$ cat src/rtl/dmc_pkg.sv
package dmc_pkg;
  typedef enum logic [1:0] {
    ST_IDLE  = 2'd0,
    ST_FILL  = 2'd1,
    ST_WRITE = 2'd2
  } dmc_state_e;
endpackage

$ cat src/rtl/dmc_tag_store.sv
module dmc_tag_store #(
  parameter int LINES = 4,
  parameter int IDX_W = 2,
  parameter int TAG_W = 27
) (
  input  logic             clk,
  input  logic             rst_n,
  input  logic [IDX_W-1:0] lk_idx,
  input  logic [TAG_W-1:0] lk_tag,
  output logic             lk_hit,
  input  logic             wr_en,
  input  logic [IDX_W-1:0] wr_idx,
  input  logic [TAG_W-1:0] wr_tag
);
  logic [LINES-1:0] vld_q, vld_d;
  logic [TAG_W-1:0] tag_q [LINES];

  for (genvar g = 0; g < LINES; g++) begin : g_line
    always_ff @(posedge clk) begin
      if (wr_en && (wr_idx == IDX_W'(g))) tag_q[g] <= wr_tag;
    end
  end

  always_comb begin
    vld_d = vld_q;
    if (wr_en) vld_d[wr_idx] = 1'b1;
  end

  always_ff @(posedge clk or negedge rst_n) begin
    if (!rst_n) vld_q <= '0;
    else        vld_q <= vld_d;
  end

  assign lk_hit = vld_q[lk_idx] && (tag_q[lk_idx] == lk_tag);

  // a freshly written line answers a lookup of its own tag
  p_alloc_hits_r4: assert property (@(posedge clk) disable iff (!rst_n)
    wr_en |=> (!((lk_idx == $past(wr_idx)) && (lk_tag == $past(wr_tag))) || lk_hit));
endmodule

$ cat src/rtl/dmc_data_store.sv
module dmc_data_store #(
  parameter int LINES  = 4,
  parameter int WORDS  = 2,
  parameter int DW     = 32,
  parameter int IDX_W  = 2,
  parameter int WSEL_W = 1
) (
  input  logic              clk,
  input  logic              wr_en,
  input  logic [IDX_W-1:0]  wr_idx,
  input  logic [WSEL_W-1:0] wr_sel,
  input  logic [DW-1:0]     wr_data,
  input  logic [IDX_W-1:0]  rd_idx,
  input  logic [WSEL_W-1:0] rd_sel,
  output logic [DW-1:0]     rd_data
);
  logic [DW-1:0] word_q [LINES][WORDS];

  for (genvar l = 0; l < LINES; l++) begin : g_l
    for (genvar w = 0; w < WORDS; w++) begin : g_w
      always_ff @(posedge clk) begin
        if (wr_en && (wr_idx == IDX_W'(l)) && (wr_sel == WSEL_W'(w)))
          word_q[l][w] <= wr_data;
      end
    end
  end

  assign rd_data = word_q[rd_idx][rd_sel];
endmodule

$ cat src/rtl/dmc_ctrl.sv
module dmc_ctrl
  import dmc_pkg::*;
#(
  parameter int ADDR_W = 32,
  parameter int DW     = 32,
  parameter int WORDS  = 2,
  parameter int OFF_W  = 2,
  parameter int WSEL_W = 1,
  parameter int IDX_W  = 2,
  parameter int TAG_W  = 27
) (
  input  logic              clk,
  input  logic              rst_n,
  input  logic              cpu_req,
  input  logic              cpu_we,
  input  logic [ADDR_W-1:0] cpu_addr,
  input  logic [DW-1:0]     cpu_wdata,
  output logic              cpu_ready,
  output logic              cpu_done,
  output logic              cpu_hit,
  output logic [DW-1:0]     cpu_rdata,
  output logic              mem_req,
  output logic              mem_we,
  output logic [ADDR_W-1:0] mem_addr,
  output logic [DW-1:0]     mem_wdata,
  input  logic              mem_ack,
  input  logic [DW-1:0]     mem_rdata,
  output logic [IDX_W-1:0]  lk_idx,
  output logic [TAG_W-1:0]  lk_tag,
  input  logic              lk_hit,
  output logic              tw_en,
  output logic [IDX_W-1:0]  tw_idx,
  output logic [TAG_W-1:0]  tw_tag,
  output logic              dw_en,
  output logic [IDX_W-1:0]  dw_idx,
  output logic [WSEL_W-1:0] dw_sel,
  output logic [DW-1:0]     dw_data,
  output logic [IDX_W-1:0]  dr_idx,
  output logic [WSEL_W-1:0] dr_sel,
  input  logic [DW-1:0]     dr_data
);
  localparam logic [WSEL_W-1:0] LAST_SEL = WSEL_W'(WORDS - 1);
  localparam logic [OFF_W-1:0]  OFF_ZERO = '0;

  dmc_state_e        state_q, state_d;
  logic [WSEL_W-1:0] cnt_q, cnt_d;
  logic [TAG_W-1:0]  a_tag_q, a_tag_d;
  logic [IDX_W-1:0]  a_idx_q, a_idx_d;
  logic [WSEL_W-1:0] a_sel_q, a_sel_d;
  logic              we_q, we_d;
  logic [DW-1:0]     wdata_q, wdata_d;
  logic              lhit_q, lhit_d;
  logic              done_q, done_d;
  logic              rhit_q, rhit_d;
  logic [DW-1:0]     rdata_q, rdata_d;

  logic [TAG_W-1:0]  c_tag;
  logic [IDX_W-1:0]  c_idx;
  logic [WSEL_W-1:0] c_sel;
  logic              idle, in_fill, accept, skip, last, step;

  assign c_tag   = cpu_addr[ADDR_W-1 -: TAG_W];
  assign c_idx   = cpu_addr[OFF_W+WSEL_W +: IDX_W];
  assign c_sel   = cpu_addr[OFF_W +: WSEL_W];

  assign idle    = (state_q == ST_IDLE);
  assign in_fill = (state_q == ST_FILL);
  assign accept  = cpu_req && idle;
  assign skip    = we_q && (cnt_q == a_sel_q);
  assign last    = (cnt_q == LAST_SEL);
  assign step    = in_fill && (skip || mem_ack);

  // processor side
  assign cpu_ready = idle;
  assign cpu_done  = done_q;
  assign cpu_hit   = rhit_q;
  assign cpu_rdata = rdata_q;

  // memory side
  assign mem_req   = (in_fill && !skip) || (state_q == ST_WRITE);
  assign mem_we    = (state_q == ST_WRITE);
  assign mem_addr  = mem_we ? {a_tag_q, a_idx_q, a_sel_q, OFF_ZERO}
                            : {a_tag_q, a_idx_q, cnt_q, OFF_ZERO};
  assign mem_wdata = wdata_q;

  // arrays
  assign lk_idx  = c_idx;
  assign lk_tag  = c_tag;
  assign tw_en   = step && last;
  assign tw_idx  = a_idx_q;
  assign tw_tag  = a_tag_q;
  assign dw_en   = (accept && cpu_we) || (in_fill && !skip && mem_ack);
  assign dw_idx  = idle ? c_idx : a_idx_q;
  assign dw_sel  = idle ? c_sel : cnt_q;
  assign dw_data = idle ? cpu_wdata : mem_rdata;
  assign dr_idx  = idle ? c_idx : a_idx_q;
  assign dr_sel  = idle ? c_sel : a_sel_q;

  always_comb begin
    state_d = state_q;
    cnt_d   = cnt_q;
    a_tag_d = a_tag_q;
    a_idx_d = a_idx_q;
    a_sel_d = a_sel_q;
    we_d    = we_q;
    wdata_d = wdata_q;
    lhit_d  = lhit_q;
    done_d  = 1'b0;
    rhit_d  = rhit_q;
    rdata_d = rdata_q;
    unique case (state_q)
      ST_IDLE: begin
        if (accept) begin
          a_tag_d = c_tag;
          a_idx_d = c_idx;
          a_sel_d = c_sel;
          we_d    = cpu_we;
          wdata_d = cpu_wdata;
          lhit_d  = lk_hit;
          cnt_d   = '0;
          if (!cpu_we && lk_hit) begin
            done_d  = 1'b1;
            rhit_d  = 1'b1;
            rdata_d = dr_data;
          end else if (lk_hit) begin
            state_d = ST_WRITE;
          end else begin
            state_d = ST_FILL;
          end
        end
      end
      ST_FILL: begin
        if (step) begin
          cnt_d = cnt_q + 1'b1;
          if (last) begin
            if (we_q) begin
              state_d = ST_WRITE;
            end else begin
              state_d = ST_IDLE;
              done_d  = 1'b1;
              rhit_d  = 1'b0;
              rdata_d = (cnt_q == a_sel_q) ? mem_rdata : dr_data;
            end
          end
        end
      end
      ST_WRITE: begin
        if (mem_ack) begin
          state_d = ST_IDLE;
          done_d  = 1'b1;
          rhit_d  = lhit_q;
        end
      end
      default: state_d = ST_IDLE;
    endcase
  end

  always_ff @(posedge clk or negedge rst_n) begin
    if (!rst_n) begin
      state_q <= ST_IDLE;
      cnt_q   <= '0;
      a_tag_q <= '0;
      a_idx_q <= '0;
      a_sel_q <= '0;
      we_q    <= 1'b0;
      wdata_q <= '0;
      lhit_q  <= 1'b0;
      done_q  <= 1'b0;
      rhit_q  <= 1'b0;
      rdata_q <= '0;
    end else begin
      state_q <= state_d;
      cnt_q   <= cnt_d;
      a_tag_q <= a_tag_d;
      a_idx_q <= a_idx_d;
      a_sel_q <= a_sel_d;
      we_q    <= we_d;
      wdata_q <= wdata_d;
      lhit_q  <= lhit_d;
      done_q  <= done_d;
      rhit_q  <= rhit_d;
      rdata_q <= rdata_d;
    end
  end

  // processor addresses are word aligned
  p_aligned_r1: assert property (@(posedge clk) disable iff (!rst_n)
    cpu_req |-> (cpu_addr[OFF_W-1:0] == OFF_ZERO));

  // a pending memory request does not change until acknowledged
  p_mem_hold_r8: assert property (@(posedge clk) disable iff (!rst_n)
    (mem_req && !mem_ack) |=> (mem_req && $stable(mem_addr) && $stable(mem_we)
                               && $stable(mem_wdata)));

  // no new processor request while memory is busy
  p_busy_r8: assert property (@(posedge clk) disable iff (!rst_n)
    mem_req |-> !cpu_ready);

  // read hit completes next cycle with no memory traffic
  p_read_hit_r3: assert property (@(posedge clk) disable iff (!rst_n)
    (cpu_req && cpu_ready && !cpu_we && lk_hit) |=> (cpu_done && cpu_hit && !mem_req));

  // the memory write acknowledge ends the transaction
  p_write_done_r5: assert property (@(posedge clk) disable iff (!rst_n)
    (mem_req && mem_we && mem_ack) |=> (cpu_done && cpu_ready));
endmodule

$ cat src/rtl/dmc_cache.sv
module dmc_cache #(
  parameter int ADDR_W     = 32,
  parameter int DATA_W     = 32,
  parameter int LINES      = 4,
  parameter int LINE_WORDS = 2
) (
  input  logic              clk,
  input  logic              rst_n,
  input  logic              cpu_req,
  input  logic              cpu_we,
  input  logic [ADDR_W-1:0] cpu_addr,
  input  logic [DATA_W-1:0] cpu_wdata,
  output logic              cpu_ready,
  output logic              cpu_done,
  output logic              cpu_hit,
  output logic [DATA_W-1:0] cpu_rdata,
  output logic              mem_req,
  output logic              mem_we,
  output logic [ADDR_W-1:0] mem_addr,
  output logic [DATA_W-1:0] mem_wdata,
  input  logic              mem_ack,
  input  logic [DATA_W-1:0] mem_rdata
);
  localparam int OFF_W  = $clog2(DATA_W / 8);
  localparam int WSEL_W = $clog2(LINE_WORDS);
  localparam int IDX_W  = $clog2(LINES);
  localparam int TAG_W  = ADDR_W - IDX_W - WSEL_W - OFF_W;

  logic [IDX_W-1:0]  lk_idx, tw_idx, dw_idx, dr_idx;
  logic [TAG_W-1:0]  lk_tag, tw_tag;
  logic              lk_hit, tw_en, dw_en;
  logic [WSEL_W-1:0] dw_sel, dr_sel;
  logic [DATA_W-1:0] dw_data, dr_data;

  dmc_ctrl #(
    .ADDR_W(ADDR_W), .DW(DATA_W), .WORDS(LINE_WORDS), .OFF_W(OFF_W),
    .WSEL_W(WSEL_W), .IDX_W(IDX_W), .TAG_W(TAG_W)
  ) u_ctrl (
    .clk(clk), .rst_n(rst_n),
    .cpu_req(cpu_req), .cpu_we(cpu_we), .cpu_addr(cpu_addr), .cpu_wdata(cpu_wdata),
    .cpu_ready(cpu_ready), .cpu_done(cpu_done), .cpu_hit(cpu_hit), .cpu_rdata(cpu_rdata),
    .mem_req(mem_req), .mem_we(mem_we), .mem_addr(mem_addr), .mem_wdata(mem_wdata),
    .mem_ack(mem_ack), .mem_rdata(mem_rdata),
    .lk_idx(lk_idx), .lk_tag(lk_tag), .lk_hit(lk_hit),
    .tw_en(tw_en), .tw_idx(tw_idx), .tw_tag(tw_tag),
    .dw_en(dw_en), .dw_idx(dw_idx), .dw_sel(dw_sel), .dw_data(dw_data),
    .dr_idx(dr_idx), .dr_sel(dr_sel), .dr_data(dr_data)
  );

  dmc_tag_store #(.LINES(LINES), .IDX_W(IDX_W), .TAG_W(TAG_W)) u_tags (
    .clk(clk), .rst_n(rst_n),
    .lk_idx(lk_idx), .lk_tag(lk_tag), .lk_hit(lk_hit),
    .wr_en(tw_en), .wr_idx(tw_idx), .wr_tag(tw_tag)
  );

  dmc_data_store #(
    .LINES(LINES), .WORDS(LINE_WORDS), .DW(DATA_W), .IDX_W(IDX_W), .WSEL_W(WSEL_W)
  ) u_data (
    .clk(clk),
    .wr_en(dw_en), .wr_idx(dw_idx), .wr_sel(dw_sel), .wr_data(dw_data),
    .rd_idx(dr_idx), .rd_sel(dr_sel), .rd_data(dr_data)
  );
endmodule

$ cat config.mk
export PLATFORM = sky130hd
export DESIGN_NAME = dmc_cache
export DESIGN_NICKNAME = d
export VERILOG_FILES = /design/src/rtl/dmc_pkg.sv /design/src/rtl/dmc_tag_store.sv /design/src/rtl/dmc_data_store.sv /design/src/rtl/dmc_ctrl.sv /design/src/rtl/dmc_cache.sv
export SDC_FILE = /design/constraint.sdc
export NUM_CORES = 1
export LEC_CHECK = 0
export BUFFER_PORTS_ARGS = -buffer_cell sky130_fd_sc_hd__buf_4
export CORE_AREA = 2 2 186 188
export CTS_BUF_LIST = sky130_fd_sc_hd__clkbuf_8 sky130_fd_sc_hd__clkbuf_16
export DETAILED_ROUTE_END_ITERATION = 10
export DIE_AREA = 0 0 188 190
export PLACE_DENSITY = 0.9
export SETUP_SLACK_MARGIN = 0.4
export SYNTH_ARGS = -nofsm -noshare
export SYNTH_HDL_FRONTEND = slang
export SYNTH_HIERARCHICAL = 1
export SYNTH_SLANG_ARGS = --single-unit
$ cat constraint.sdc
create_clock -name clk -period 7.2 [get_ports clk]
set_clock_uncertainty 0.1 [all_clocks]
set_input_delay 0 -clock clk [delete_from_list [all_inputs] [get_ports clk]]
set_output_delay 0 -clock clk [all_outputs]
set_load 0.01 [all_outputs]
== Yosys cells after proc, flatten, opt, wreduce, memory -nomap -nowiden ==
Memories as Yosys holds them, arrays and structs flattened.
Index checks and enable logic that the tools add are counted.
Storage, ports and cells
  register bits: 105
  RAM bits: 364
  input bits: 101
  output and inout port bits: 101
  word-level logic and storage cells: 172
  memories: 2
Memories
  u_data.word_q: depth 4, bits a word 64, read ports 1, clocked after memory_dff 0, wr ports 1, line dmc_data_store.sv:17  | logic [DW-1:0] word_q [LINES][WORDS];
  u_tags.tag_q: depth 4, bits a word 27, read ports 1, clocked after memory_dff 0, wr ports 1, line dmc_tag_store.sv:16  | logic [TAG_W-1:0] tag_q [LINES];
Cells by class
  add/subtract/negate cells: 1
  order comparisons: 4
  eq/ne operators: 17
  multiplexer cells: 86
  bitwise operators: 3
  reduce and logical (&&, ||, !) cells: 47
Operator list (number)
  two-way mux 32 bit: 10
  two-way mux 64 bit: 3
  OR reduction 64 bit: 3
  two-way mux 27 bit: 3
  OR reduction 27 bit: 3
  one-hot mux 32 bit (2 select lines): 1
  two-way mux 1 bit: 45
  two-way mux 2 bit: 17
  == test 27 bit: 1
  logical AND 1 bit: 26
  != test 2 bit (second input constant): 6
  == test 2 bit (second input constant): 5
  AND reduction 7 bit: 1
  == test 2 x 1 -> 1 bit (second input constant): 3
  zero test 2 bit: 3
  < comparator 2 x 3 -> 1 bit (second input constant): 2
  one-hot mux 1 bit (3 select lines): 2
  one-hot mux 2 bit (3 select lines): 1
  AND reduction 6 bit: 1
  AND reduction 5 bit: 1
  OR 4 bit: 1
  logical OR 1 bit: 3
  two-way mux 3 bit: 1
  AND reduction 3 bit: 1
  other kinds (14): 15

== Logic depth before layout (Yosys ltp) ==
Gate-level depths: netlist of the first run.
  word-level depth: 14
  gate-level depth with buffers: 14
  gate-level depth less buffers: 10

== Hierarchy ==
Netlist of the first run, hierarchy kept.
Modules (own cells, without submodules)
  dmc_data_store: times used 1, cells an instance 383, area an instance 9825.7 µm², sequential area each 7687.4 µm²
  dmc_ctrl: times used 1, cells an instance 393, area an instance 5562.8 µm², sequential area each 2527.4 µm²
  dmc_tag_store: times used 1, cells an instance 238, area an instance 4589.4 µm², sequential area each 3343.2 µm²

== Worst setup path before layout of the first run ==
No wires, ideal clock.
  kind: flip-flop to flip-flop
  start: register u_ctrl.state_q[0]
  end: memory u_data/word_q[0][0] (netlist name), enable pin
  setup time: 0.461 ns
  arrival time: 3.679 ns
  required time: 6.639 ns
  path slack: 2.960 ns
  cell stages (with the launch flop): 7
  buffers on the path: 3
  period minus slack after synthesis: 4.240 ns
  cell sequence: dfrtp_1 -> buf_6 -> nor2_4 -> buf_2 -> mux2_2 -> buf_4 -> nor3_1
Between the ends
  elaborated cells between the ends (all ways): 48
  those cells by class: eq/ne (4); mux (22); bitwise (1); reduce/logical (21)
RTL lines
  from (decl): line dmc_ctrl.sv:45  | dmc_state_e state_q, state_d;
  from (signal assigned): line dmc_ctrl.sv:172  | state_q <= state_d;
  zero test 2 bit (*): line dmc_ctrl.sv:66  | assign idle = (state_q == ST_IDLE);
  named net cpu_ready: line dmc_cache.sv:13  | output logic cpu_ready,
  two-way mux 2 bit (*)
  named net dr_idx[0]: line dmc_cache.sv:29  | logic [IDX_W-1:0] lk_idx, tw_idx, dw_idx, dr_idx;
  == test 2 x 1 -> 1 bit: line dmc_data_store.sv:22  | if (wr_en && (wr_idx == IDX_W'(l)) && (wr_sel == WSEL_W'(w)))
  logical AND 1 bit (2 in a row): line dmc_data_store.sv:22
  two-way mux 1 bit: line dmc_data_store.sv:22
  two-way mux 1 bit (implied by the code): line dmc_data_store.sv:23  | word_q[l][w] <= wr_data;
  OR reduction 64 bit (no source line)
  two-way mux 2 bit (no source line) (3 in a row)
  to (decl): line dmc_data_store.sv:17
The timed path passes the listed nets; every way through them passes the cells marked *.

== Final worst setup path of the first run ==
  start: input port cpu_addr[3]
  end: register u_ctrl.rdata_q[30], in the netlist u_ctrl/cpu_rdata[30]
Between the ends
  elaborated cells between the ends (all ways): 20
  those cells by class: eq/ne (2); mux (13); reduce/logical (3); memory (2)
RTL lines
  from (decl): line dmc_cache.sv:11  | input logic [ADDR_W-1:0] cpu_addr,
  memory read (4 x 27 bit) / binary-select mux 1 bit (select 2 bit) (equally long branches)
  == test 27 bit / two-way mux 1 bit (equally long branches): line dmc_tag_store.sv:34  | assign lk_hit = vld_q[lk_idx] && (tag_q[lk_idx] == lk_tag);
  logical AND 1 bit (*): line dmc_tag_store.sv:34
  named net lk_hit: line dmc_cache.sv:31  | logic lk_hit, tw_en, dw_en;
  logical AND 1 bit (*): line dmc_ctrl.sv:121  | if (!cpu_we && lk_hit) begin
  != test 2 bit (no source line) (*)
  AND reduction 6 bit (no source line) (*)
  to (signal assigned): line dmc_ctrl.sv:182  | rdata_q <= rdata_d;
  to (decl): line dmc_ctrl.sv:55  | logic [DW-1:0] rdata_q, rdata_d;
The timed path passes the listed nets; every way through them passes the cells marked *. The select of a mux whose other input is x is not followed.
A chain may end at the register's enable or synchronous reset.

==> results of run 1 <==
-- metal layers --
layer	vias to the layer above	track usage [%]
met5	-	0
met4	0	9.328
met3	109	4.317
met2	593	44.28
met1	5498	32.47
li1	4506	-
-- cells by family (layout without fill, tap and decap cells) --
kind of cell | count (synthesis) | after routing | share of synthesized area (%)
other | 1 | 2 | 0.01877
AND/OR/NAND/NOR | 60 | 60 | 1.704
flip-flops | 469 | 469 | 67.86
multiplexers | 306 | 306 | 23.35
XOR/XNOR | 21 | 21 | 1.015
AO/OA/AOI/OAI | 46 | 46 | 1.735
buffers and inverters | 111 | 404 | 4.309
-- final cells by class --
class	count	area (um2)	share of cell area (%)
inverters	3	11.26	0.04704
well taps	455	569.3	2.378
clock inverters	34	247.7	1.035
multi-input cells	435	5637	23.54
clock buffers	53	1292	5.399
flip-flops and latches	469	13560	56.63
repair buffers	314	2625	10.96
-- placed cells by master (no fill, tap or decap), types with 6 or more instances in the layout --
cell / n
o21ai_0: 12
xnor2_1: 6
clkinv_1: 7
dfrtp_1: 105
inv_1: 18
clkbuf_16: 50
clkinv_2: 6
mux2i_1: 33
xor2_1: 14
buf_4: 214
mux2_2: 136
mux4_2: 28
nand2_1: 15
nor2_4: 7
mux2_4: 61
dlygate4sd3_1: 99
nor2_1: 7
edfxtp_1: 364
mux4_1: 48
-- flip-flops by register name, indices dropped and copies added, names as in the netlist --
register,count
u_ctrl/tw_tag,27
u_ctrl/we_q,1
u_ctrl/mem_wdata,32
u_ctrl/a_sel_q,1
u_tags/vld_q,4
u_ctrl/state_q,2
u_ctrl/lhit_q,1
u_ctrl/cpu_hit,1
u_tags/tag_q,108
u_ctrl/cpu_rdata,32
u_ctrl/cpu_done,1
u_data/word_q,256
u_ctrl/tw_idx,2
u_ctrl/cnt_q,1
-- path summary, 6_finish.rpt --
path	cells after the start	end	from	slack (ns)
max	12	u_ctrl/cpu_rdata[30]	cpu_addr[3]	2.67
min reg2reg	1	u_tags/vld_q[1]	u_tags/vld_q[1]	0.37
min	2	u_ctrl/tw_idx[1]	cpu_addr[4]	0.09
max in group asynchronous	4	u_ctrl/cpu_rdata[26]	rst_n	5.59
max reg2reg	11	u_ctrl/cpu_rdata[30]	u_tags/tag_q[2][13]	2.68
min in group asynchronous	4	u_ctrl/tw_tag[17]	rst_n	0.46
-- power groups by stage --
stage               Clock [mW]  Sequential, mW  Combinational [mW]
floorplan                    0            4.12                2.66
global placement             0            4.09                3.52
detailed placement           0            4.14                3.65
CTS                       2.43            4.10                3.74
global route              2.56            4.17                3.99
finish                    2.41            4.12                3.79
==> metrics, run 1 <==
status complete, no violations; DIE AREA 0.03572 mm2; Placed Cells incl. Taps 1576; critical path capture point type flop; sw frac 30.56%; GRT overflow 0; Layout Utilization 70.52%; clock share of power 23.3%; Chip Width 188 um; Max FO, Critical Path 25; Fillers around 1900; crit-path leading delay family compound AO/OA/AOI/OAI gates; WL final approximately 45 mm; count leader, synth edfxtp_1; RD Place Congestion 0.8392; Mean Syn Cell Area between 15 and 20 um2; # rows just under 70; Wirelength per Cell 25.53 um; Max Slew Vio Count 0; TNS Setup 0 ns; diode count 0; clk sinks 469; Most Frequent Cell on Critical Path buf_4; Iteration-0 DRC Markers 960; CP max stage delay 0.94 ns; power density cells 430.9 mW/mm2; CP startpoint kind input port; Slew headroom 19.30%; sequential share of power 39.9%; Pleak 9.010 nW; GRT Util Overall 25.44%; pre-CTS WS 2.431 ns; fmax 220.9 MHz; slowest CP cell a21oi_4; top cell type's share of synthesized area 54.71%; post-cts hold buffer count 100; wire length on met2 23.19 mm; area leader, netlist edfxtp_1; hold crit path type input port to flop; Commonest cells post-synth 364 x edfxtp_1, 137 x mux2_2, 105 x dfrtp_1; main area contributors after synthesis edfxtp_1 55%, dfrtp_1 13%, mux2_2 7.7%, mux4_1 6.3%, mux2_4 4.5%; Tcrit/Tclk final 62.87%; number of global-route vias before repair 11370; WL met3 3.344 mm; crit path DAT ~5 ns; port bufs 197; Final setup viols 0; Layout area overhead 19.83%; combinational power share a little under two fifths; FF+latch count, synth 469; Hold WS 0.09223 ns; post_cts resized 0; clk buf depth 3; WS Path Type input port to flop; TritonCTS clock tree yes; Worst VDD drop 0.0002704 V; CTS buffer count 47; Max Cap Violations 0; final hold vios 0; number of buffers and inverters on the critical path 3; Post-Layout Inst Area 0.02394 mm2; CTS root buf clkbuf_16; post-layout min period 4.526 ns; Final nets 1371; I/O pins between 200 and 250; initial core utilization 58.85%; sw power 3.153 mW; Vias 10710; largest net degree at the start of global routing 68; sequential cell area fraction in the yosys report between 60% and 70%; Async SR Flop Fraction 22.39%; number of synthesized flops with an enable pin about 360; worst-path cell chain dlygate4sd3_1 -> buf_4 -> mux4_2 -> xor2_1 -> a221oi_1 -> o2111ai_1 -> a2111oi_2 -> nor3b_1 -> a311oi_2 -> a21oi_4 -> buf_4 -> mux2_2; synth warn 6; Max Used Layer met4; first-pass GRT wire length 67.89 mm; Synth cell types 59; Cells after Synth 1014; Tot Pwr 10.32 mW; M1 WL around 17 mm; antenna violations before repair 0; # DRC 0; final cell count without fillers 1763; post-CTS setup buffer count 0; Primary FF master, synth edfxtp_1; Int Power a little over 7 mW; H-tree depth 2; drt first pass iters 5; worst-margin pin slew 1.208 ns; Die Ht around 190 um; RSZ-0062 raised after global routing no; Placed Instance Area 0.02138 mm2; synthesized area 0.01998 mm2; post-detailed-route count of antenna-violating nets 0; dpl hpwl 23.64 mm; worst setup margin approximately 2.7 ns; Vias per Instance 6.073; Worst-Skew Late Latency 0.54 ns; Clk pin slew, worst setup/hold paths 0.06 ns; share of cells above drive strength 1 between 40% and 50%; core footprint approximately 0.034 mm2; WP data required around 7.5 ns
Power figures use the tool's default switching activity.
==> run 2, diff against run 1 <==
--- a/config.mk
+++ b/config.mk
@@ -5,11 +5,12 @@
 export SDC_FILE = /design/constraint.sdc
 export NUM_CORES = 1
 export LEC_CHECK = 0
+export ABC_AREA = 1
 export BUFFER_PORTS_ARGS = -buffer_cell sky130_fd_sc_hd__buf_4
-export CORE_AREA = 2 2 186 188
+export CORE_AREA = 2 2 193 195
 export CTS_BUF_LIST = sky130_fd_sc_hd__clkbuf_8 sky130_fd_sc_hd__clkbuf_16
 export DETAILED_ROUTE_END_ITERATION = 10
-export DIE_AREA = 0 0 188 190
+export DIE_AREA = 0 0 195 197
 export PLACE_DENSITY = 0.9
 export SETUP_SLACK_MARGIN = 0.4
 export SYNTH_ARGS = -nofsm -noshare
==> constraint.sdc (replaced) <==
create_clock -name clk -period 4.5 [get_ports clk]
set_clock_uncertainty 0.1 [all_clocks]
set_input_delay 0 -clock clk [delete_from_list [all_inputs] [get_ports clk]]
set_output_delay 0 -clock clk [all_outputs]
set_load 0.01 [all_outputs]
==> run 2 against run 1 <==
Net effect: total power grew 80%; count of clock-buffer cells in the layout grew 2; worst hold slack gained 0.021 ns; design area grew 6.4%; die area grew 7.5%; highest routed layer unchanged; sequential share of layout area shrank 3.4 points; largest power group is now combinational logic.
==> metrics, run 2 <==
Vias per Instance 6.047 (was 6.073); main area contributors after synthesis edfxtp_1 51%, nand2_1 16%, dfrtp_1 12%, inv_1 5.7%, nand3_1 5.4% (was edfxtp_1 55%, dfrtp_1 13%, mux2_2 7.7%, mux4_1 6.3%, mux2_4 4.5%); TNS Setup 0 ns (unchanged); Pleak 12.05 nW (was 9.010 nW); post-CTS setup buffer count 0 (unchanged); Async SR Flop Fraction 22.39% (unchanged); H-tree depth 2 (unchanged); Slew headroom 27.14% (was 19.30%); Synth cell types 24 (was 59); Max FO, Critical Path 30 (was 25); worst-path cell chain dlygate4sd3_1 -> buf_4 -> inv_2 -> nand3_1 -> nand3b_1 -> nand2_1 -> nor2_1 -> nand2_1 -> nor2_1 -> nand2_1 -> nor2_1 -> nand2_1 -> nand2_1 -> nand2_1 -> nor2_4 -> nand3_2 -> buf_4 -> nand2_1 -> nand2_1 (was dlygate4sd3_1 -> buf_4 -> mux4_2 -> xor2_1 -> a221oi_1 -> o2111ai_1 -> a2111oi_2 -> nor3b_1 -> a311oi_2 -> a21oi_4 -> buf_4 -> mux2_2); FF+latch count, synth 469 (unchanged); post-layout min period 4.042 ns; sequential cell area fraction in the yosys report 62.95% (was 67.86%); Tot Pwr 18.52 mW (was 10.32 mW); max FFs per register 256 (unchanged); slowest CP cell inv_2 (was a21oi_4); Layout area overhead 18.28% (was 19.83%); Final nets 2621 (was 1371); count leader, synth nand2_1 (was edfxtp_1); WL final 66.03 mm (was 45.01 mm); most flop-heavy register u_data/word_q (unchanged); WP data required 4.85 ns (was 7.53 ns); critical path capture point type flop (unchanged); CP startpoint kind input port (unchanged); largest net degree at the start of global routing 97 (was 68); Worst R2R End u_ctrl/mem_wdata[25] (was u_ctrl/cpu_rdata[30]); Hold WS 0.1130 ns (was 0.09223 ns); number of global-route vias before repair 18520 (was 11370); # DRC 0 (unchanged); Mean Syn Cell Area 9.327 um2 (was 19.70 um2); top flop regs u_data/word_q x256, u_tags/tag_q x108 (unchanged); RSZ-0062 raised after global routing no (unchanged); most frequent cells in the layout 927 x nand2_1, 364 x edfxtp_1, 339 x inv_1 (was 364 x edfxtp_1, 214 x buf_4, 136 x mux2_2); crit path from cpu_addr[4] (was cpu_addr[3]); CTS buffer count 47 (unchanged); share of cells above drive strength 1 12.75% (was 40.90%); I/O pins 202 (unchanged); GRT Util Overall 33.96% (was 25.44%); pre-CTS WS 0.2954 ns (was 2.431 ns); synthesized area 0.02154 mm2 (was 0.01998 mm2); area leader, netlist edfxtp_1 (unchanged); worst setup margin 0.4577 ns (was 2.674 ns); Primary FF master, synth edfxtp_1 (unchanged); dpl hpwl 32.79 mm (was 23.64 mm); Clk pin slew, worst setup/hold paths 0.06 ns (about the same); port bufs 197 (unchanged); top cell type's share of synthesized area 50.75% (was 54.71%); clk sinks 469 (unchanged); Wirelength per Cell 21.81 um (was 25.53 um); Tcrit/Tclk final 89.83%; number of synthesized flops with an enable pin 364 (unchanged); Worst Setup EP u_ctrl/cpu_rdata[2] (was u_ctrl/cpu_rdata[30]); Worst R2R Setup Slack 0.72 ns (was 2.68 ns); first-pass GRT wire length 99.47 mm (was 67.89 mm); Vias 18300 (was 10710); most common cell after layout, fill and taps aside nand2_1 (was edfxtp_1); CTS root buf clkbuf_16 (unchanged); Final setup viols 0 (unchanged); initial core utilization 59.40% (was 58.85%); Max Slew Vio Count 0 (unchanged); Die Ht 197 um (was 190 um); Max Cap Violations 0 (unchanged); Commonest cells post-synth 927 x nand2_1, 364 x edfxtp_1, 326 x inv_1 (was 364 x edfxtp_1, 137 x mux2_2, 105 x dfrtp_1); Chip Width 195 um (was 188 um); reg2reg start u_ctrl/state_q[1] (was u_tags/tag_q[2][13]); post-detailed-route count of antenna-violating nets 0 (unchanged); Worst-Skew Late Latency 0.58 ns (was 0.54 ns); clk buf depth 3 (unchanged); fmax 247.4 MHz; crit path DAT 4.39 ns (was 4.86 ns); power density cells 727.0 mW/mm2 (was 430.9 mW/mm2); GRT overflow 0 (unchanged); antenna violations before repair 2 (was 0); cells on worst reg2reg path 9 (was 11); worst-margin pin slew 1.092 ns (was 1.208 ns); DIE AREA 0.03842 mm2 (was 0.03572 mm2); WS Path Type input port to flop (unchanged); # rows 70 (was 68); CP max stage delay 0.56 ns (was 0.94 ns); core footprint 0.03626 mm2 (was 0.03395 mm2); final hold vios 0 (unchanged); synth warn 6 (unchanged); hold crit path type input port to flop (unchanged); Most Frequent Cell on Critical Path nand2_1 (was buf_4); TritonCTS clock tree yes (unchanged); status complete, no violations (unchanged); Cells after Synth 2309 (was 1014); Iteration-0 DRC Markers 2739 (was 960); RD Place Congestion 0.8169 (was 0.8392); drt first pass iters 6 (was 5); Worst VDD drop 0.0004417 V (was 0.0002704 V)
[run 2: changes by cell type after synthesis, moves of 16 or more]
| cell | previous run | this run |
|---|---|---|
| o21ai_0 | 12 | 80 |
| nor2_1 | 14 | 31 |
| inv_1 | 3 | 326 |
| clkbuf_1 | 3 | 25 |
| mux2i_1 | 33 | 0 |
| buf_2 | 15 | 44 |
| mux4_1 | 48 | 0 |
| nand2_1 | 16 | 927 |
| mux2_2 | 137 | 0 |
| nand3_1 | 0 | 232 |
| nand4_1 | 3 | 35 |
| mux4_2 | 28 | 0 |
| mux2_4 | 60 | 0 |
| nand3b_1 | 0 | 16 |
[run 2: per-stage QoR]
step                cell area, um2  utilization (%)  instances
floorplan                    21540                -       2310
global placement             22820            62.93       2833
detailed placement           22820            62.93       2833
CTS                          25450            70.20       3024
global route                 25470            70.25       3026
finish                       25470            70.25       3027
[run 2: layout make-up]
| cell class | instances | area (um2) |
|---|---|---|
| sequential | 469 | 13560 |
| fill | 2169 | 10790 |
| multi-input combinational | 1338 | 5723 |
| timing repair buffer | 328 | 2750 |
| clock buffer | 55 | 1309 |
| inverter | 336 | 1271 |
| tap | 468 | 585.6 |
| clock inverter | 31 | 271.5 |
| antenna | 2 | 5.005 |
[run 2: where the power goes]
part / internal, mW / leakage [nW] / switching [mW] / total [mW]
registers: 6.15 / 4.61 / 0.571 / 6.72
logic: 2.18 / 6.62 / 5.59 / 7.76
clock network: 2.35 / 0.820 / 1.68 / 4.03
[run 2: how the worst min path moves through the flow]
stage | startpoint | to | cells past startpoint
floorplan | rst_n | u_ctrl/a_sel_q | 0
global placement | rst_n | u_ctrl/cpu_rdata[2] | 1
detailed placement | rst_n | u_ctrl/cpu_rdata[2] | 1
CTS | cpu_addr[8] | u_ctrl/tw_tag[3] | 4
global route | cpu_addr[22] | u_ctrl/tw_tag[17] | 4
finish | cpu_addr[25] | u_ctrl/tw_tag[20] | 4
[run 2: kinds of logic (layout without fill, tap and decap cells)]
kind of cell / after synthesis / after routing / share of synthesized area [%]
AO/OA/AOI/OAI: 85 / 86 / 2.004
other: 1 / 4 / 0.01741
flip-flops: 469 / 469 / 62.95
buffers and inverters: 504 / 750 / 10.92
AND/OR/NAND/NOR: 1250 / 1250 / 24.10
[run 2: routing by layer]
layer  wire length [um]  track usage, %
met5                  0               0
met1              20750           40.33
met2              30830           54.87
met3               9306           8.539
met4               5146           23.52
[run 2: worst max-delay path: cells and delay by family]
family                 cells  cell delay, ns
and+or+nand+nor           15            2.53
buffers and inverters      4            1.82
[run 2: what timing repair did]
action | in CTS | in global routing
gates resized for setup | 1 | 4
hold endpoints to repair | 371 | 0
pin swaps | 0 | 1
hold buffers | 105 | 0
setup endpoints to repair | 19 | 21
cloned | 0 | 1
==> run 3, diff against run 2 <==
--- a/config.mk
+++ b/config.mk
@@ -6,13 +6,14 @@
 export NUM_CORES = 1
 export LEC_CHECK = 0
 export ABC_AREA = 1
-export BUFFER_PORTS_ARGS = -buffer_cell sky130_fd_sc_hd__buf_4
 export CORE_AREA = 2 2 193 195
 export CTS_BUF_LIST = sky130_fd_sc_hd__clkbuf_8 sky130_fd_sc_hd__clkbuf_16
 export DETAILED_ROUTE_END_ITERATION = 10
 export DIE_AREA = 0 0 195 197
-export PLACE_DENSITY = 0.9
+export DONT_BUFFER_PORTS = 1
+export PLACE_DENSITY = 0.85
 export SETUP_SLACK_MARGIN = 0.4
+export SLEW_MARGIN = 20
 export SYNTH_ARGS = -nofsm -noshare
 export SYNTH_HDL_FRONTEND = slang
 export SYNTH_HIERARCHICAL = 1
==> run 3 against run 2 <==
Net effect: critical endpoint is now u_ctrl/cpu_rdata[24]; sequential power is 3.3% higher; non-clock buffer count is 190 lower; largest cell class unchanged; via count is 10% lower; global-route usage is 4.6 points lower; maximum frequency is 13% higher; setup slack better by 0.46 ns; cell count is 6.2% lower; flip-flop and latch count stayed put.
==> metrics, run 3 (synthesis results as in run 2) <==
Final nets 2430 (was 2621); Tot Pwr 17.24 mW (was 18.52 mW); sw frac 41.67% (was 42.31%); dpl hpwl 30.88 mm (was 32.79 mm); CP startpoint kind flop (was input port); core footprint 0.03626 mm2 (unchanged); Chip Width 195 um (unchanged); final hold vios 0 (unchanged); Wirelength per Cell 19.90 um (was 21.81 um); Tcrit/Tclk final 79.50% (was 89.83%); H-tree depth 2 (unchanged); Int Power 10.06 mW (was 10.68 mW); port bufs 0 (was 197); largest net degree at the start of global routing 105 (was 97); hold crit path type input port to flop (unchanged); # rows 70 (unchanged); Die Ht 197 um (unchanged); GRT Util Overall 29.38% (was 33.96%); combinational power share 37.5% (was 41.9%); share of cells above drive strength 1 5.617% (was 12.75%); post-layout min period 3.578 ns (was 4.042 ns); WS Path Type flop to flop (was input port to flop); Slew headroom 27.65% (was 27.14%); number of global-route vias before repair 16500 (was 18520); clk buf depth 3 (unchanged); clock share of power 22.3% (was 21.8%); RD Place Congestion 0.8580 (was 0.8169); # DRC 0 (unchanged); drt first pass iters 7 (was 6); TritonCTS clock tree yes (unchanged); Placed Cells incl. Taps 2642 (was 2833); worst setup margin 0.9224 ns (was 0.4577 ns); Max Cap Violations 0 (unchanged); power density cells 717.0 mW/mm2 (was 727.0 mW/mm2); post-detailed-route count of antenna-violating nets 0 (unchanged); max FFs per register 256 (unchanged); critical path capture point type flop (unchanged); post_cts resized 0 (was 1); Worst-Skew Late Latency 0.58 ns (about the same); clk sinks 469 (unchanged); Vias 16460 (was 18300); GRT overflow 0 (unchanged); crit path DAT 3.94 ns (was 4.39 ns); most common cell after layout, fill and taps aside nand2_1 (unchanged); most frequent cells in the layout 927 x nand2_1, 364 x edfxtp_1, 337 x inv_1 (was 927 x nand2_1, 364 x edfxtp_1, 339 x inv_1); Clk pin slew, worst setup/hold paths 0.06 ns (about the same); status complete, no violations (unchanged); initial core utilization 59.40% (unchanged); I/O pins 202 (unchanged); final cell count without fillers 2839 (was 3027); Worst VDD drop 0.0006304 V (was 0.0004417 V); WP data required 4.86 ns (was 4.85 ns); WL final 56.50 mm (was 66.03 mm); sw power 7.183 mW (was 7.836 mW); DIE AREA 0.03842 mm2 (unchanged); CTS root buf clkbuf_16 (unchanged); RSZ-0062 raised after global routing no (unchanged); CTS buffer count 47 (unchanged); Iteration-0 DRC Markers 2099 (was 2739); pre-CTS WS 1.019 ns (was 0.2954 ns); antenna violations before repair 3 (was 2); Pleak 11.10 nW (was 12.05 nW); Final setup viols 0 (unchanged); fmax 279.5 MHz (was 247.4 MHz); Max Slew Vio Count 0 (unchanged); top flop regs u_data/word_q x256, u_tags/tag_q x108 (unchanged); TNS Setup 0 ns (unchanged); Vias per Instance 5.798 (was 6.047); first-pass GRT wire length 86.85 mm (was 99.47 mm); worst-margin pin slew 1.074 ns (was 1.092 ns); sequential share of power 40.3% (was 36.3%); Max FO, Critical Path 78 (was 30); Layout area overhead 11.63% (was 18.28%); most flop-heavy register u_data/word_q (unchanged)
==> run 3: changes by cell type in the layout (fill, tap and decap cells not counted), moves of 2 or more <==
| cell | delta |
|---|---|
| inv_1 | -2 |
| clkbuf_8 | -3 |
| clkinv_1 | +6 |
| nor2_4 | +2 |
| clkinv_2 | +4 |
| nor2_2 | -2 |
| buf_12 | +2 |
| inv_4 | -2 |
| buf_4 | -193 |
==> run 3: final cells by class <==
type                            instances  area (um2)
Fill cell                            2512       12220
Inverter                              336        1264
Timing Repair Buffer                  138        1369
Tap cell                              468       585.6
Multi-Input combinational cell       1337        5732
Sequential cell                       469       13560
Clock buffer                           51        1242
Clock inverter                         37       284.0
Antenna cell                            3       7.507
==> run 3: power by group through the flow <==
| stage | combinational [mW] | clock [mW] | sequential, mW |
|---|---|---|---|
| finish | 6.46 | 3.84 | 6.94 |
| global route | 7.03 | 4.05 | 7.01 |
| CTS | 6.21 | 3.87 | 6.92 |
| detailed placement | 6.00 | 0 | 7.00 |
| global placement | 5.72 | 0 | 6.95 |
| floorplan | 4.69 | 0 | 6.74 |
==> run 3: what timing repair did <==
item | CTS | global route
hold buffers | 106 | 0
endpoints found under the hold margin | 465 | 0
buffers inserted | 0 | 0
==> run 3: final timing paths <==
path | start | endpoint | slack, ns | cells after the start
setup / recovery | u_ctrl/state_q[1] | u_ctrl/cpu_rdata[24] | 0.92 | 14
hold / removal | cpu_addr[30] | u_ctrl/tw_tag[25] | 0.04 | 3
setup reg to reg | u_ctrl/state_q[1] | u_ctrl/cpu_rdata[24] | 0.92 | 14
hold reg to reg | u_tags/vld_q[2] | u_tags/vld_q[2] | 0.36 | 2
max in group asynchronous | rst_n | u_ctrl/cpu_rdata[12] | 2.84 | 4
min in group asynchronous | rst_n | u_ctrl/cpu_rdata[11] | 0.51 | 3
==> run 3: worst max-delay path, cell delays in order, from the launching register on <==
cell and delay [ns]:
dfrtp_1 0.48, nor2_4 0.35, inv_2 0.18, o21ai_4 0.17, buf_4 0.52, buf_4 0.80, nand2_1 0.14, nand3_1 0.13
nand2_1 0.08, nand2_1 0.06, nand2_1 0.09, nand2_1 0.09, nand2_1 0.07, nand4_1 0.08, nand2_1 0.08
==> run 3: through the flow <==
stage / utilization [%] / hold WS, ns / cell area, um2
after floorplan: - / -0.3956 / 21540
after detailed placement: 59.10 / -0.3900 / 21430
after CTS: 66.28 / 0.0006839 / 24030
after global routing: 66.30 / 0.02725 / 24040
final: 66.30 / 0.03907 / 24040
after global placement: 59.10 / -0.3889 / 21430
==> run 3: layer usage <==
metal / vias to the layer above / share of wire (%) / global-route usage [%]
met5: - / 0.023 / 0
met4: 2 / 5.5 / 17.44
met3: 279 / 11 / 7.255
met2: 1160 / 48 / 47.98
met1: 7690 / 35 / 35.73
li1: 7330 / - / -
